`config.mk`:
```
export PLATFORM = sky130hd
export DESIGN_NAME = irq_route_bank
export DESIGN_NICKNAME = d
export VERILOG_FILES = /design/src/rtl/irq_route_pkg.sv /design/src/rtl/irq_route_decode.sv /design/src/rtl/irq_route_slots.sv /design/src/rtl/irq_route_pick.sv /design/src/rtl/irq_route_bank.sv
export SDC_FILE = /design/constraint.sdc
export NUM_CORES = 1
export LEC_CHECK = 0
export BUFFER_PORTS_ARGS = -buffer_cell sky130_fd_sc_hd__buf_2
export CAP_MARGIN = 10
export CORE_AREA = 8 8 148 150
export CTS_CLUSTER_SIZE = 20
export DETAILED_ROUTE_END_ITERATION = 10
export DIE_AREA = 0 0 156 158
export GPL_TIMING_DRIVEN = 0
export SLEW_MARGIN = 0
export SYNTH_ARGS = -nofsm -noshare
export SYNTH_HDL_FRONTEND = slang
export SYNTH_SLANG_ARGS = --single-unit
```
`constraint.sdc`:
```
create_clock -name clk -period 3.6 [get_ports clk]
set_input_delay 0.72 -clock clk [delete_from_list [all_inputs] [get_ports clk]]
set_output_delay 0.72 -clock clk [all_outputs]
set_load 0.03 [all_outputs]
```
`src/rtl/irq_route_pkg.sv`:
```
package irq_route_pkg;

    // Port and field geometry. Positions are fixed by the register layout.
    localparam int ADDR_W   = 12;
    localparam int DATA_W   = 32;
    localparam int CPU_W    = 5;
    localparam int VEC_W    = 6;
    localparam int CPU_LSB  = 8;
    localparam int VEC_LSB  = 0;
    localparam int MASK_BIT = 2;
    localparam int CLR_BIT  = 1;
    localparam int PEND_BIT = 0;

    // Offset decomposition: [11:8] bank, [7:3] slot index, [2:0] must be zero
    localparam int IDX_LSB  = 3;
    localparam int IDX_W    = 5;
    localparam int BANK_LSB = 8;
    localparam int BANK_W   = ADDR_W - BANK_LSB;
    localparam logic [BANK_W-1:0] BANK_ROUTE = 4'h0;
    localparam logic [BANK_W-1:0] BANK_CTRL  = 4'h1;

    typedef enum logic [1:0] {
        RGN_NONE  = 2'd0,
        RGN_ROUTE = 2'd1,
        RGN_CTRL  = 2'd2
    } region_e;

    typedef struct packed {
        logic [CPU_W-1:0] cpu;
        logic [VEC_W-1:0] vec;
    } route_t;

    function automatic logic [DATA_W-1:0] pack_route(input route_t r);
        logic [DATA_W-1:0] d;
        d = '0;
        d[CPU_LSB +: CPU_W] = r.cpu;
        d[VEC_LSB +: VEC_W] = r.vec;
        return d;
    endfunction

    function automatic route_t unpack_route(input logic [DATA_W-1:0] d);
        route_t r;
        r.cpu = d[CPU_LSB +: CPU_W];
        r.vec = d[VEC_LSB +: VEC_W];
        return r;
    endfunction

    function automatic logic [DATA_W-1:0] pack_ctrl(input logic m, input logic p);
        logic [DATA_W-1:0] d;
        d = '0;
        d[MASK_BIT] = m;
        d[PEND_BIT] = p;
        return d;
    endfunction

endpackage

```
`src/rtl/irq_route_decode.sv`:
```
module irq_route_decode
    import irq_route_pkg::*;
#(
    parameter int NUM_DEV = 8
) (
    input  logic [ADDR_W-1:0] addr,
    output region_e           rgn,
    output logic [IDX_W-1:0]  idx
);
    logic [BANK_W-1:0] bank;
    logic              aligned;
    logic              in_range;

    always_comb begin
        bank     = addr[BANK_LSB +: BANK_W];
        idx      = addr[IDX_LSB +: IDX_W];
        aligned  = (addr[IDX_LSB-1:0] == '0);
        in_range = (int'(idx) < NUM_DEV);
        rgn      = RGN_NONE;
        if (aligned && in_range) begin
            if (bank == BANK_ROUTE)
                rgn = RGN_ROUTE;
            else if (bank == BANK_CTRL)
                rgn = RGN_CTRL;
        end
    end
endmodule

```
`src/rtl/irq_route_slots.sv`:
```
module irq_route_slots
    import irq_route_pkg::*;
#(
    parameter int NUM_DEV = 8
) (
    input  logic               clk,
    input  logic               rst,
    input  logic               wr_en,
    input  region_e            wr_rgn,
    input  logic [IDX_W-1:0]   wr_idx,
    input  logic [DATA_W-1:0]  wdata,
    input  logic [NUM_DEV-1:0] dev_irq,
    input  logic [NUM_DEV-1:0] grant_oh,
    output route_t             route_q [NUM_DEV],
    output logic [NUM_DEV-1:0] mask_q,
    output logic [NUM_DEV-1:0] pend_q,
    output logic [NUM_DEV-1:0] req_q
);
    for (genvar g = 0; g < NUM_DEV; g++) begin : g_slot
        logic   hit;
        logic   cap;
        route_t rt_r;
        logic   m_r;
        logic   p_r;
        logic   q_r;

        assign hit = wr_en && (wr_idx == IDX_W'(g));
        assign cap = dev_irq[g] && !m_r;

        always_ff @(posedge clk) begin
            if (rst) begin
                rt_r <= '0;
                m_r  <= 1'b1;
                p_r  <= 1'b0;
                q_r  <= 1'b0;
            end else begin
                if (hit && wr_rgn == RGN_ROUTE)
                    rt_r <= unpack_route(wdata);
                // a capture outranks a same-cycle control write
                if (cap) begin
                    m_r <= 1'b1;
                    p_r <= 1'b1;
                end else if (hit && wr_rgn == RGN_CTRL) begin
                    m_r <= wdata[MASK_BIT];
                    if (wdata[CLR_BIT])
                        p_r <= 1'b0;
                end
                q_r <= (q_r && !grant_oh[g]) || cap;
            end
        end

        assign route_q[g] = rt_r;
        assign mask_q[g]  = m_r;
        assign pend_q[g]  = p_r;
        assign req_q[g]   = q_r;
    end
endmodule

```
`src/rtl/irq_route_pick.sv`:
```
module irq_route_pick #(
    parameter int NUM_DEV = 8
) (
    input  logic [NUM_DEV-1:0] req,
    output logic [NUM_DEV-1:0] grant_oh,
    output logic               any
);
    logic [NUM_DEV:0] seen;

    assign seen[0] = 1'b0;
    for (genvar g = 0; g < NUM_DEV; g++) begin : g_chain
        assign grant_oh[g] = req[g] && !seen[g];
        assign seen[g+1]   = seen[g] || req[g];
    end
    assign any = seen[NUM_DEV];
endmodule

```
`src/rtl/irq_route_bank.sv`:
```
module irq_route_bank
    import irq_route_pkg::*;
#(
    parameter int NUM_DEV = 8
) (
    input  logic               clk,
    input  logic               rst,
    input  logic               req_valid,
    input  logic               req_write,
    input  logic [11:0]        req_addr,
    input  logic [31:0]        req_wdata,
    output logic               rsp_valid,
    output logic               rsp_err,
    output logic [31:0]        rsp_rdata,
    input  logic [NUM_DEV-1:0] dev_irq,
    output logic               post_valid,
    output logic [4:0]         post_cpu,
    output logic [5:0]         post_vec
);
    region_e            rgn;
    logic [IDX_W-1:0]   idx;
    route_t             slot_route [NUM_DEV];
    logic [NUM_DEV-1:0] slot_mask;
    logic [NUM_DEV-1:0] slot_pend;
    logic [NUM_DEV-1:0] slot_req;
    logic [NUM_DEV-1:0] grant_oh;
    logic               grant_any;
    logic [DATA_W-1:0]  rd_word;
    route_t             grant_route;

    irq_route_decode #(.NUM_DEV(NUM_DEV)) u_dec (
        .addr (req_addr),
        .rgn  (rgn),
        .idx  (idx)
    );

    irq_route_slots #(.NUM_DEV(NUM_DEV)) u_slots (
        .clk      (clk),
        .rst      (rst),
        .wr_en    (req_valid && req_write),
        .wr_rgn   (rgn),
        .wr_idx   (idx),
        .wdata    (req_wdata),
        .dev_irq  (dev_irq),
        .grant_oh (grant_oh),
        .route_q  (slot_route),
        .mask_q   (slot_mask),
        .pend_q   (slot_pend),
        .req_q    (slot_req)
    );

    irq_route_pick #(.NUM_DEV(NUM_DEV)) u_pick (
        .req      (slot_req),
        .grant_oh (grant_oh),
        .any      (grant_any)
    );

    // read mux and granted route, both selected by comparison loops
    always_comb begin
        rd_word     = '0;
        grant_route = '0;
        for (int i = 0; i < NUM_DEV; i++) begin
            if (idx == IDX_W'(i)) begin
                if (rgn == RGN_ROUTE)
                    rd_word = pack_route(slot_route[i]);
                else if (rgn == RGN_CTRL)
                    rd_word = pack_ctrl(slot_mask[i], slot_pend[i]);
            end
            if (grant_oh[i])
                grant_route = grant_route | slot_route[i];
        end
    end

    always_ff @(posedge clk) begin
        if (rst) begin
            rsp_valid  <= 1'b0;
            rsp_err    <= 1'b0;
            rsp_rdata  <= '0;
            post_valid <= 1'b0;
            post_cpu   <= '0;
            post_vec   <= '0;
        end else begin
            rsp_valid  <= req_valid;
            rsp_err    <= req_valid && (rgn == RGN_NONE);
            rsp_rdata  <= (req_valid && !req_write) ? rd_word : '0;
            post_valid <= grant_any;
            post_cpu   <= grant_any ? grant_route.cpu : '0;
            post_vec   <= grant_any ? grant_route.vec : '0;
        end
    end
endmodule

```
After elaboration in Yosys (flattened, before gate mapping) --
Index checks and enable logic that the tools add are counted.
Cells by class: bitwise logic cells 9, reductions and logical operators 125, equality and inequality tests 10, $lt $le $gt $ge 1, muxes and demuxes 52
Operators with widths (count):
- two-way mux 32 bit | 22
- two-way mux 11 bit | 8
- bitwise OR 11 bit | 7
- logical AND 1 bit | 50
- nonzero test 2 bit | 16
- logical NOT 1 bit | 23
- == test 5 x 3 -> 1 bit, second input constant | 4
- OR reduction 2 bit | 10
- two-way mux 1 bit | 17
- AND reduction 2 bit | 8
- logical OR 1 bit | 14
- two-way mux 13 bit | 1
- == test 5 x 2 -> 1 bit, second input constant | 2
- two-way mux 2 bit | 3
- == test 5 x 1 -> 1 bit, second input constant | 1
- logical NOT 5 bit | 1
- less-than comparator 5 x 4 -> 1 bit, second input constant | 1
- == test 4 x 1 -> 1 bit, second input constant | 1
- logical NOT 4 bit | 1
- logical NOT 3 bit | 1
- two-way mux 3 bit | 1
- == test 2 x 1 -> 1 bit, second input constant | 1
- == test 2 bit, second input constant | 1
- logical NOT 2 bit | 1
- NOT 1 bit | 2
Word-level totals: word-level logic and storage cells 243, output and inout port bits 46, input port bits 56, register bits after elaboration 158

Logic depth before layout (Yosys ltp) --
depth in word-level cells 29, gate-level depth with buffers 8, depth with buffers taken out 4

Modules after synthesis --
A second synthesis with hierarchy kept.
Unflattened totals: cell total of the unflattened synthesis 759, area total of the unflattened synthesis 7088.0 um^2
By module, submodules not included:
- irq_route_slots | seq. area each 2242.2 um^2, area an instance 4735.8 um^2, cells an instance 454, instances 1
- irq_route_bank | seq. area each 500.5 um^2, area an instance 2185.8 um^2, cells an instance 283, instances 1
- irq_route_pick | seq. area each 0.0 um^2, area an instance 96.3 um^2, cells an instance 12, instances 1
- irq_route_decode | seq. area each 0.0 um^2, area an instance 70.1 um^2, cells an instance 10, instances 1

Least setup slack after synthesis --
OpenSTA, ideal clock, no wires.
path kind input -> register, from in req_addr[3], to reg rsp_rdata[2], setup slack 1.379 ns, data required time 3.475 ns, path buffers 2, arrival 2.096 ns, stages on the path 6, library setup time 0.125 ns, cell sequence buf_2 buf_2 mux2_2 o41ai_1 a31oi_1 o41a_1
Between the ends: longest elaborated chain between the ends 28, elaborated cells between the ends (all ways) 37
Ends and longest elaborated chain:
- start, declared | RTL line irq_route_bank.sv:10 | input logic [11:0] req_addr,
- less-than comparator 5 x 4 -> 1 bit | RTL line irq_route_decode.sv:18 | in_range = (int'(idx) < NUM_DEV);
- logical AND 1 bit | RTL line irq_route_decode.sv:20 | if (aligned && in_range) begin
- two-way mux 2 bit | RTL line irq_route_decode.sv:20
- == test 2 bit | RTL line irq_route_bank.sv:66 | else if (rgn == RGN_CTRL)
- two-way mux 3 bit | RTL line irq_route_bank.sv:66
- two-way mux 13 bit | RTL line irq_route_bank.sv:64 | if (rgn == RGN_ROUTE)
- two-way mux 32 bit | RTL line irq_route_bank.sv:63 | if (idx == IDX_W'(i)) begin
- two-way mux 32 bit | RTL line irq_route_bank.sv:66
- (+12 left out)
- two-way mux 32 bit | RTL line irq_route_bank.sv:64
- two-way mux 32 bit | RTL line irq_route_bank.sv:63
- two-way mux 32 bit | RTL line irq_route_bank.sv:66
- two-way mux 32 bit | RTL line irq_route_bank.sv:64
- two-way mux 32 bit | RTL line irq_route_bank.sv:63
- two-way mux 32 bit | RTL line irq_route_bank.sv:66
- two-way mux 32 bit | RTL line irq_route_bank.sv:64
- two-way mux 32 bit * | RTL line irq_route_bank.sv:63
- end signal, assigned | RTL line irq_route_bank.sv:85 | rsp_rdata <= (req_valid && !req_write) ? rd_word : '0;
- end, declared | RTL line irq_route_bank.sv:14 | output logic [31:0] rsp_rdata,
Every way passes the cells marked *; elsewhere a longest branch is shown, timed or not. A chain may end at the register's enable or synchronous reset.

Final worst setup path --
from in req_addr[6], to reg u_slots.g_slot[3].rt_r (netlist bit u_slots.route_q[44])
Between the ends: longest elaborated chain between the ends 5, elaborated cells between the ends (all ways) 7
Ends and longest elaborated chain:
- less-than comparator 5 x 4 -> 1 bit | RTL line irq_route_decode.sv:18
- logical AND 1 bit | RTL line irq_route_decode.sv:20
- two-way mux 2 bit | RTL line irq_route_decode.sv:20
- == test 2 x 1 -> 1 bit | RTL line irq_route_slots.sv:37 | if (hit && wr_rgn == RGN_ROUTE)
- logical AND 1 bit * | RTL line irq_route_slots.sv:37
- end signal, assigned | RTL line irq_route_slots.sv:38 | rt_r <= unpack_route(wdata);
- end, declared | RTL line irq_route_slots.sv:22 | route_t rt_r;
Marks and branches as above.

==> key figures <==
Run status
  – Status: completed

Global routing
  – Pin count of the biggest net entering global routing: 17
  – GRT overflow: 0
  – Initial antenna violation count: 0
  – First-pass GRT wire length: around 38000 µm
  – All-Layer GR Usage: between 10% and 20%
  – Vias in the first global route: between 6000 and 7000

Min path
  – Hold Path Class: register to register

Synth
  – Post-synth top area share: about two fifths
  – Register bit count reported by yosys: roughly 140
  – Mapped Cells: just over 800
  – Synthesized area: approximately 6700 µm²
  – Asr flop ratio synth: 0%
  – Synthesis warning total: 0
  – Number of distinct library cells after synthesis: 50
  – Cell taking the most area after synthesis: dfxtp_1
  – Top_reg_cell synth: dfxtp_1
  – Number of enable flip-flop cells after synthesis: 0
  – Register area share after synthesis: about two fifths
  – Post-Syn Area per Cell: around 8 µm²
  – Top cells by area, synth: dfxtp_1 (41%), nand3_1 (11%), a21oi_1 (8.4%)

Routing
  – Detailed Routing Iterations Pass 1: 5
  – Total Routed Length: around 25000 µm
  – Number of vias per cell: slightly below 6
  – DR DRC count: 0
  – 1st-iter DRT viols: 966
  – DR vias: 6886
  – ANT nets after route: 0
  – Wire per inst: around 21 µm

Critical path
  – Critical Path RT: approximately 3900 ps
  – CP endpoint kind: register
  – Critical Setup Path Class: input pin to register
  – CP Max Fanout: 10
  – Worst Setup Start Kind: input pin
  – Critical Path AT: about 3000 ps

Floorplanning
  – Top-level I/O count: about 100
  – Core box area: 19700 µm²
  – Die Width: ~160 µm
  – Initial Util: about a third
  – Row count: 52
  – DIE AREA: ~25000 µm²
  – Chip height: between 150 and 200 µm

Power
  – Combinational fraction of design power: ~5.5%
  – Sequential share of power: between 40% and 50%
  – Worst VDD drop: 292 µV
  – Leakage power: about 2.6 nW
  – Power Density: 459 nW/µm²
  – Internal power: 2.83 mW
  – Final Power: about 3.7 mW
  – Switching power share of the total: a little under a quarter
  – Clock Power Share: a little over half
  – Psw: roughly 0.84 mW

Run
  – Number of max-cap violations: 0

Cells and area
  – Non-filler instance count after layout: roughly 1200
  – Fin nets: 958
  – Fin util: 40.5%
  – P&R area growth vs syn: 19.2%
  – Fillers: slightly above 2000
  – Most frequent cells in the layout: nand3_1 (142), dfxtp_1 (137), a21oi_1 (113), o21ai_0 (76), buf_2 (66)
  – Ant diodes: 0
  – Most common cell after layout, fill and taps aside: nand3_1
  – Share of cells above drive strength 1: roughly 15%

STA
  – Clock skew: ~6.9 ps
  – Max_slew headroom: 49.9%
  – Final Max Tran Viols: 0
  – Final Hold Fails: 0
  – Fmax: 367 MHz
  – Actual slew at the worst max-slew pin: about 750 ps
  – Post-layout min period: approximately 2700 ps
  – RSZ-0062 raised after global routing: false
  – Final period utilization: 75.6%
  – Final Setup Violations: 0
  – Setup TNS: 0 ps

Clock tree
  – CTS max path bufs: 2
  – Cts repair resizes: 0
  – CTS Buf Count: 17
  – Clk Latency, worst-skew pair: 430 ps
  – TritonCTS clock tree: built
  – Clock-pin transition on the worst setup and hold timing paths: ~60 ps
  – H-tree depth: 4
  – Setup Fix Bufs, Post-CTS: 0
  – Hold_buf cts: 0
  – Num Clock Sinks: 137
  – Root Buffer Master: clkbuf_16

Placed design
  – Global placement routability congestion: roughly 0.90
  – IO Port Bufs: 45
  – DP HPWL: 18500 µm
  – Placed Cells: approximately 1200
## worst paths after layout
| path | from | to | slack, ps | depth (start not counted) |
|---|---|---|---|---|
| setup / recovery | req_addr[6] | u_slots.route_q[44] | 880 | 7 |
| hold / removal | u_slots.g_slot[0].p_r | u_slots.g_slot[0].p_r | 480 | 2 |
| setup reg to reg | u_slots.g_slot[1].q_r | post_vec[3] | 1320 | 6 |
| hold reg to reg | u_slots.g_slot[0].p_r | u_slots.g_slot[0].p_r | 480 | 2 |
## cell usage after synthesis (2+ instances only)
cell type  count
nor3_1         2
buf_4         24
dfxtp_1      137
o22ai_1        6
nor2_1        12
o21ai_0       76
nand4_1        2
clkbuf_1      64
buf_1          4
o41ai_1        2
a21oi_1      113
nand2_1       29
mux2i_1       12
nand3b_1      11
buf_2         21
a311o_1        9
a32o_1        11
or4_1          2
a31oi_1       22
o2111ai_1      8
mux4_2         9
mux2_2         2
o41a_1         2
o21ai_1       32
nand2b_1      13
nor4_2         2
nor2b_1        4
nand3_1      142
a22oi_1       11
inv_1          4
a211oi_1      11
## critical path, cell delays in order
cell and delay [ps]:
buf_2 150, nor4_2 480, nand4_1 590, clkbuf_1 410, clkbuf_1 340, o21ai_1 210, a21oi_1 90
## cells by family (layout without fill, tap and decap cells)
family	count (synthesis)	in the layout	share of synthesized area, %
AOI/OAI and AO/OA	306	306	26.6
muxes	23	23	5.16
other	1	21	0.0560
buffers and inverters	118	194	8.47
and+or+nand+nor	233	233	18.8
DFF	137	137	41.0
## power by group through the flow
stage	registers (mW)	clock network (mW)	logic (mW)
final	1.52	1.95	0.200
after detailed placement	1.55	0	0.195
after floorplan	1.55	0	0.128
after global routing	1.52	2.02	0.211
after CTS	1.52	1.96	0.195
after global placement	1.55	0	0.194
## area by class of cell
type                    instances  area [µm²]  share of cell area [%]
well taps                     270         338                    4.23
clock inverters                11         194                    2.43
multi-input cells             583        3460                    43.3
inverters                       4        15.0                   0.188
repair buffers                 45         225                    2.82
flip-flops and latches        137        2740                    34.4
plain buffers                 114         552                    6.91
clock buffers                  20         457                    5.72
## metal layers
metal	track usage, %	up-vias	routed length (µm)
met5	0	-	0
met4	8.78	0	756
met3	4.26	61	2220
met2	31.2	400	11400
met1	25.7	3250	10400
li1	-	3175	-
## sequential cells by signal (all words and copies together), names as in the netlist
register            cells
post_cpu                5
post_valid              1
post_vec                6
rsp_err                 1
rsp_rdata              11
rsp_valid               1
u_slots.g_slot.m_r      8
u_slots.g_slot.p_r      8
u_slots.g_slot.q_r      8
u_slots.route_q        88
## per-stage QoR
step / hold WS (ps) / instance area (µm²) / setup slack (ps)
finish: 479 / 7980 / 878
global route: 506 / 7980 / 764
CTS: 475 / 7980 / 1020
detailed placement: 465 / 7330 / 575
global placement: 461 / 7330 / 639
floorplan: 450 / 6770 / 1380
Power figures use the tool's default switching activity.
